<file path="config.mk">
export PLATFORM = sky130hd
export DESIGN_NAME = raster_timing
export DESIGN_NICKNAME = d
export VERILOG_FILES = /design/src/rtl/raster_pkg.sv /design/src/rtl/raster_clkdiv.sv /design/src/rtl/raster_counter.sv /design/src/rtl/raster_cfg.sv /design/src/rtl/raster_decode.sv /design/src/rtl/raster_timing.sv
export SDC_FILE = /design/constraint.sdc
export NUM_CORES = 1
export LEC_CHECK = 0
export BUFFER_PORTS_ARGS = -buffer_cell sky130_fd_sc_hd__buf_2
export CAP_MARGIN = 30
export CORE_MARGIN = 1
export CORE_UTILIZATION = 52
export DETAILED_ROUTE_END_ITERATION = 7
export GPL_TIMING_DRIVEN = 1
export PLACE_DENSITY = 0.75
export SLEW_MARGIN = 20
export SYNTH_ARGS = -nofsm -noshare
export SYNTH_HDL_FRONTEND = slang
export SYNTH_SLANG_ARGS = --single-unit
export TNS_END_PERCENT = 10
</file>
<file path="constraint.sdc">
create_clock -name clk -period 6.3 [get_ports clk]
set_input_delay 0.63 -clock clk [delete_from_list [all_inputs] [get_ports clk]]
set_output_delay 0.63 -clock clk [all_outputs]
set_load 0.1 [all_outputs]
</file>
<file path="src/rtl/raster_pkg.sv">
package raster_pkg;

    // Write-port target select.
    typedef enum logic {
        REG_BLANK   = 1'b0,
        REG_SUSPEND = 1'b1
    } reg_sel_e;

    // Position flags derived from the counters.
    typedef struct packed {
        logic h_sync;
        logic v_sync;
        logic in_window;
        logic in_band;
    } pos_flags_t;

endpackage

</file>
<file path="src/rtl/raster_clkdiv.sv">
module raster_clkdiv #(
    parameter int DIV = 8
) (
    input  logic clk,
    input  logic rst,
    output logic tick
);

    generate
        if (DIV <= 1) begin : g_pass
            // No division: every clock is a cell.
            assign tick = 1'b1;
        end else begin : g_div
            localparam int DW = $clog2(DIV);
            typedef struct packed {
                logic [DW-1:0] cnt;
            } div_st_t;

            div_st_t s_d, s_q;

            always_comb begin
                s_d = s_q;
                if (s_q.cnt == DW'(DIV - 1)) begin
                    s_d.cnt = '0;
                end else begin
                    s_d.cnt = s_q.cnt + 1'b1;
                end
            end

            always_ff @(posedge clk) begin
                if (rst) begin
                    s_q <= '0;
                end else begin
                    s_q <= s_d;
                end
            end

            assign tick = (s_q.cnt == DW'(DIV - 1));
        end
    endgenerate

endmodule

</file>
<file path="src/rtl/raster_counter.sv">
module raster_counter #(
    parameter  int LIMIT = 128,
    localparam int CW    = (LIMIT > 1) ? $clog2(LIMIT) : 1
) (
    input  logic          clk,
    input  logic          rst,
    input  logic          step,
    output logic [CW-1:0] count,
    output logic          wrap
);

    typedef struct packed {
        logic [CW-1:0] cnt;
    } cnt_st_t;

    cnt_st_t s_d, s_q;
    logic    at_last;

    assign at_last = (s_q.cnt == CW'(LIMIT - 1));

    always_comb begin
        s_d = s_q;
        if (step) begin
            if (at_last) begin
                s_d.cnt = '0;
            end else begin
                s_d.cnt = s_q.cnt + 1'b1;
            end
        end
    end

    always_ff @(posedge clk) begin
        if (rst) begin
            s_q <= '0;
        end else begin
            s_q <= s_d;
        end
    end

    assign count = s_q.cnt;
    assign wrap  = step & at_last;

endmodule

</file>
<file path="src/rtl/raster_cfg.sv">
module raster_cfg
    import raster_pkg::*;
#(
    parameter int DATA_W = 9
) (
    input  logic              clk,
    input  logic              rst,
    input  logic              wr_en,
    input  logic              wr_sel,
    input  logic [DATA_W-1:0] wr_data,
    input  logic              apply,
    output logic [DATA_W-1:0] blank_lines,
    output logic              suspend
);

    typedef struct packed {
        logic [DATA_W-1:0] pend_blank;
        logic              pend_susp;
        logic [DATA_W-1:0] act_blank;
        logic              act_susp;
    } cfg_st_t;

    cfg_st_t  s_d, s_q;
    reg_sel_e sel;

    assign sel = reg_sel_e'(wr_sel);

    always_comb begin
        s_d = s_q;
        // Working copy loads from the pending copy as it stood before this edge.
        if (apply) begin
            s_d.act_blank = s_q.pend_blank;
            s_d.act_susp  = s_q.pend_susp;
        end
        if (wr_en) begin
            case (sel)
                REG_BLANK:   s_d.pend_blank = wr_data;
                REG_SUSPEND: s_d.pend_susp  = wr_data[0];
                default:     s_d.pend_susp  = s_q.pend_susp;
            endcase
        end
    end

    always_ff @(posedge clk) begin
        if (rst) begin
            s_q <= '0;
        end else begin
            s_q <= s_d;
        end
    end

    assign blank_lines = s_q.act_blank;
    assign suspend     = s_q.act_susp;

endmodule

</file>
<file path="src/rtl/raster_decode.sv">
module raster_decode
    import raster_pkg::*;
#(
    parameter int H_ACTIVE = 80,
    parameter int HS_START = 96,
    parameter int HS_LEN   = 9,
    parameter int V_ACTIVE = 256,
    parameter int VS_START = 274,
    parameter int VS_LEN   = 3,
    parameter int HW       = 7,
    parameter int VW       = 9,
    parameter int DATA_W   = 9
) (
    input  logic [HW-1:0]     h,
    input  logic [VW-1:0]     v,
    input  logic [DATA_W-1:0] blank_lines,
    input  logic              suspend,
    output logic              hsync_n,
    output logic              csync_n,
    output logic              fetch_req,
    output logic              pixel_en
);

    pos_flags_t flags;
    int         h_i;
    int         v_i;
    int         blank_i;
    int         band_start;

    assign h_i     = int'(h);
    assign v_i     = int'(v);
    assign blank_i = int'(blank_lines);

    // First hidden line; a count at or above the active height hides them all.
    assign band_start = (blank_i >= V_ACTIVE) ? 0 : (V_ACTIVE - blank_i);

    always_comb begin
        flags.h_sync    = (h_i >= HS_START) && (h_i < HS_START + HS_LEN);
        flags.v_sync    = (v_i >= VS_START) && (v_i < VS_START + VS_LEN);
        flags.in_window = (h_i < H_ACTIVE) && (v_i < V_ACTIVE);
        flags.in_band   = (v_i >= band_start);
    end

    assign hsync_n   = ~flags.h_sync;
    assign csync_n   = ~(flags.h_sync | flags.v_sync);
    assign fetch_req = flags.in_window & ~suspend;
    assign pixel_en  = flags.in_window & ~suspend & ~flags.in_band;

endmodule

</file>
<file path="src/rtl/raster_timing.sv">
module raster_timing #(
    parameter  int CLK_DIV  = 8,
    parameter  int H_TOTAL  = 128,
    parameter  int H_ACTIVE = 80,
    parameter  int HS_START = 96,
    parameter  int HS_LEN   = 9,
    parameter  int V_TOTAL  = 312,
    parameter  int V_ACTIVE = 256,
    parameter  int VS_START = 274,
    parameter  int VS_LEN   = 3,
    parameter  int DATA_W   = 9,
    localparam int HW       = (H_TOTAL > 1) ? $clog2(H_TOTAL) : 1,
    localparam int VW       = (V_TOTAL > 1) ? $clog2(V_TOTAL) : 1
) (
    input  logic              clk,
    input  logic              rst,
    input  logic              wr_en,
    input  logic              wr_sel,
    input  logic [DATA_W-1:0] wr_data,
    output logic              tick,
    output logic [HW-1:0]     h_count,
    output logic [VW-1:0]     v_count,
    output logic              hsync_n,
    output logic              csync_n,
    output logic              fetch_req,
    output logic              pixel_en
);

    logic              h_wrap;
    logic              v_wrap;
    logic [DATA_W-1:0] blank_lines;
    logic              suspend;

    raster_clkdiv #(.DIV(CLK_DIV)) u_div (
        .clk  (clk),
        .rst  (rst),
        .tick (tick)
    );

    raster_counter #(.LIMIT(H_TOTAL)) u_hcnt (
        .clk   (clk),
        .rst   (rst),
        .step  (tick),
        .count (h_count),
        .wrap  (h_wrap)
    );

    raster_counter #(.LIMIT(V_TOTAL)) u_vcnt (
        .clk   (clk),
        .rst   (rst),
        .step  (h_wrap),
        .count (v_count),
        .wrap  (v_wrap)
    );

    raster_cfg #(.DATA_W(DATA_W)) u_cfg (
        .clk         (clk),
        .rst         (rst),
        .wr_en       (wr_en),
        .wr_sel      (wr_sel),
        .wr_data     (wr_data),
        .apply       (v_wrap),
        .blank_lines (blank_lines),
        .suspend     (suspend)
    );

    raster_decode #(
        .H_ACTIVE (H_ACTIVE),
        .HS_START (HS_START),
        .HS_LEN   (HS_LEN),
        .V_ACTIVE (V_ACTIVE),
        .VS_START (VS_START),
        .VS_LEN   (VS_LEN),
        .HW       (HW),
        .VW       (VW),
        .DATA_W   (DATA_W)
    ) u_dec (
        .h           (h_count),
        .v           (v_count),
        .blank_lines (blank_lines),
        .suspend     (suspend),
        .hsync_n     (hsync_n),
        .csync_n     (csync_n),
        .fetch_req   (fetch_req),
        .pixel_en    (pixel_en)
    );

endmodule

</file>
==> flow_metrics.py <==
metrics = {
    "setup_path": {
        "critPathKind": "flip-flop to primary output",
        "worstSetupStartpointType": "flip-flop",
        "critPathMaxStageDelay_ns": 0.49,
        "endpoint_kind": "primary output",
        "crit_chain": "inv_1 > ha_1 > or4b_1 > or4_1 > a21oi_2 > nand2_1 > ha_1 > and3_1 > a221o_1 > a221oi_1 > o21a_1 > buf_2",
        "reg2reg_depth": 7,
        "cp.arrival_ns": 3.93,
        "slowest_stage": "or4b_1",
        "critical_path.most_common_cell": "ha_1",
        "crit_required_ns": 5.67,
        "crit_fanout": 9,
    },
    "route": {
        "drc": 0,
        "postRouteAntennaNets": 0,
        "dr.first_iter.drc_count": 141,
        "top_layer": "met4",
        "routed_wirelength_um": 3900,
        "wl_met3_um": 135,
        "vias": 1678,
        "wl_met1_um": 1980,
        "routedWlPerCell_um": 12.7,
        "wl_met2_um": 1740,
        "first_pass_iters": 4,
        "viasPerCell": 5.45,
    },
    "finish": {
        "final_core_util_pct": 61.6,
        "drive_gt1_share_pct": 16.5,
        "fillers": 338,
        "n_antenna_cell": 0,
        "areaGrowthSynthToFinish_pct": 13.1,
        "fin_nets": 290,
        "layoutNonFillerInstCount": 308,
    },
    "yosys": {
        "yosys.area_share.simple_pct": 26.2,
        "synthXorXnorAreaFrac_pct": 7.41,
        "synth-edff-count": 0,
        "synthFlopType": "dfxtp_1",
        "syn_avg_cell_area_sq_um": 8.77,
        "synth.distinct_cells": 39,
        "syn-cell-area_sq_um": 2010,
        "synth-seq-cells": 39,
        "async_flop_share_pct": 0,
        "synthAdderAreaFrac_pct": 9.97,
        "synth_compound_area_share_pct": 8.22,
        "syn_inst": 229,
        "syn_nets": 258,
        "synth_mux_area_share_pct": 6.04,
        "ys.warnings.count": 0,
        "ys_seq_area_share_pct": 38.9,
        "synth_top_family_by_area": "simple AND/OR/NAND/NOR gates",
    },
    "timing": {
        "period_needed_ns": 4.56,
        "setup-violations-final": 0,
        "clock_skew_ns": 0.00823,
        "fin_tns_setup_ns": 0,
        "rsz0062_at_grt": "false",
        "tightest_slew_ns": 0.712,
        "slew_viol_final": 0,
        "finalHoldViolCount": 0,
        "max_freq_ghz": 0.219,
        "fin_crit_sh_pct": 72.3,
        "relSlewSlack_pct": 52.5,
        "worst_slack_ns": 1.74,
    },
    "global_route": {
        "grt_pass1_vias": 1512,
        "grtUsageTotal_pct": 21.3,
        "grt_max_degree": 40,
        "grt_pass1_wl_um": 6840,
        "grt-ovfl-total": 0,
        "antenna_found_initial": 0,
    },
    "floorplan": {
        "rows": 22,
        "coreArea_sq_um": 3690,
        "start_util_pct": 54.4,
        "die_h_um": 64.1,
        "io_pins": 34,
        "fp.dieW_um": 64.1,
        "dieArea_sq_um": 4110,
    },
    "hold_path": {
        "hold_path.class": "flip-flop to flip-flop",
        "holdPathStages": 1,
    },
    "cts": {
        "htreeDepth": 2,
        "numCtsBuffers": 5,
        "clockRootBuffer": "clkbuf_8",
        "cts_resized": 0,
        "clk_latency_ns": 0.28,
        "hold_buffers": 0,
        "clock_path_buffers": 2,
        "cts.sinks": 39,
        "cts_tree": "yes",
        "cts_setup_buffers": 0,
        "path_clk_slew_ns": 0.06,
    },
    "status": {
        "status": "finished clean",
    },
    "pwr": {
        "power_density_nw_per_um2": 184,
        "ir_drop_v": 0.000144,
        "power_leakage_uw": 0.000904,
    },
    "run": {
        "maxCapViolCount": 0,
    },
    "placed_design": {
        "io_buffers": 33,
        "place_congestion": 0.841,
        "pre_cts_slack_ns": 2.04,
        "dp_cells": 302,
        "dp_hpwl_um": 2850,
    },
}
==> critical path, delay by kind of cell, from the launching register on <==
kind | cells | cell delay (ns)
AND/OR/NAND/NOR | 4 | 1.25
AO/OA/AOI/OAI | 4 | 1.08
buffers and inverters | 2 | 0.48
adder cells (fa/ha/maj) | 2 | 0.48
flip-flops | 1 | 0.35
==> kinds of logic after synthesis <==
| kind of cell | Yosys count |
|---|---|
| AO/OA/AOI/OAI | 25 |
| XOR/XNOR | 17 |
| flip-flops | 39 |
| AND/OR/NAND/NOR | 105 |
| multiplexers | 12 |
| adder cells (fa/ha/maj) | 16 |
| buffers and inverters | 15 |
==> cell usage in the layout (no fill, tap or decap), types with 2 or more instances in the layout <==
cell type / instances
dfxtp_1: 39
nand3_1: 6
nor3b_1: 3
buf_2: 33
nand2b_1: 2
or4_1: 3
ha_1: 16
clkbuf_8: 5
mux2i_1: 11
o21ai_0: 2
xnor2_1: 13
inv_1: 6
a21o_1: 2
o21a_1: 2
xor2_1: 4
nor2_1: 23
nor3_1: 14
a21oi_1: 10
and3_1: 2
nand2_1: 34
o31ai_1: 2
a211oi_1: 2
nand4_1: 5
nor4_1: 6
==> sequential cells by signal, summed over array words and instances, names as in the netlist <==
register / cells
u_cfg.s_q: 10
u_cfg.blank_lines: 9
u_vcnt.count: 9
u_hcnt.count: 7
u_div.g_div.s_q: 3
u_cfg.suspend: 1
==> cell usage after synthesis (3+ instances only) <==
cell / instances / area, sq um
ha_1: 16 / 200
inv_1: 6 / 22.5
xor2_1: 4 / 35.0
dfxtp_1: 39 / 781
xnor2_1: 13 / 114
clkbuf_1: 6 / 22.5
nand4_1: 5 / 31.3
or4_1: 3 / 22.5
nor2_1: 23 / 86.3
nor3b_1: 3 / 22.5
nor3_1: 14 / 70.1
a21oi_1: 10 / 50.1
nand3_1: 6 / 30.0
nand2_1: 34 / 128
mux2i_1: 11 / 110
nor4_1: 6 / 37.5
==> power by group <==
| group | internal [uW] | total, uW | switching, uW |
|---|---|---|---|
| clock network | 73.7 | 149 | 75.0 |
| logic | 6.56 | 16.6 | 10.0 |
| registers | 251 | 253 | 2.16 |
==> per-layer routing <==
| metal | vias up | global-route usage (%) |
|---|---|---|
| met5 | - | 0 |
| met3 | 6 | 6.07 |
| met1 | 772 | 28.6 |
| met4 | 0 | 6.94 |
| li1 | 872 | - |
| met2 | 28 | 32.7 |
==> cell type report <==
type	count	area, sq um	share of cell area (%)
Timing Repair Buffer	34	173	7.60
Multi-Input combinational cell	175	1160	51.2
Sequential cell	39	781	34.4
Inverter	6	22.5	0.992
Tap cell	48	60.1	2.64
Clock buffer	6	72.6	3.20
==> path summary, 6_finish.rpt <==
path | slack (ns) | from | end
min | 0.42 | u_div.g_div.s_q[0]$_SDFF_PP0_ | u_div.g_div.s_q[0]$_SDFF_PP0_
min reg2reg | 0.42 | u_div.g_div.s_q[0]$_SDFF_PP0_ | u_div.g_div.s_q[0]$_SDFF_PP0_
max | 1.74 | u_cfg.blank_lines[0]$_SDFFE_PP0P_ | pixel_en
max reg2reg | 3.79 | u_div.g_div.s_q[0]$_SDFF_PP0_ | u_cfg.blank_lines[0]$_SDFFE_PP0P_
==> per-stage QoR <==
step	power, uW	hold slack (ns)	instance area, sq um
2_1_floorplan	269	0.398	2010
3_3_place_gp	275	0.411	2200
3_5_place_dp	276	0.412	2200
4_1_cts	423	0.427	2270
5_1_grt	438	0.452	2270
6_report	419	0.422	2270
Note: power is estimated with default switching activity, not from simulation.
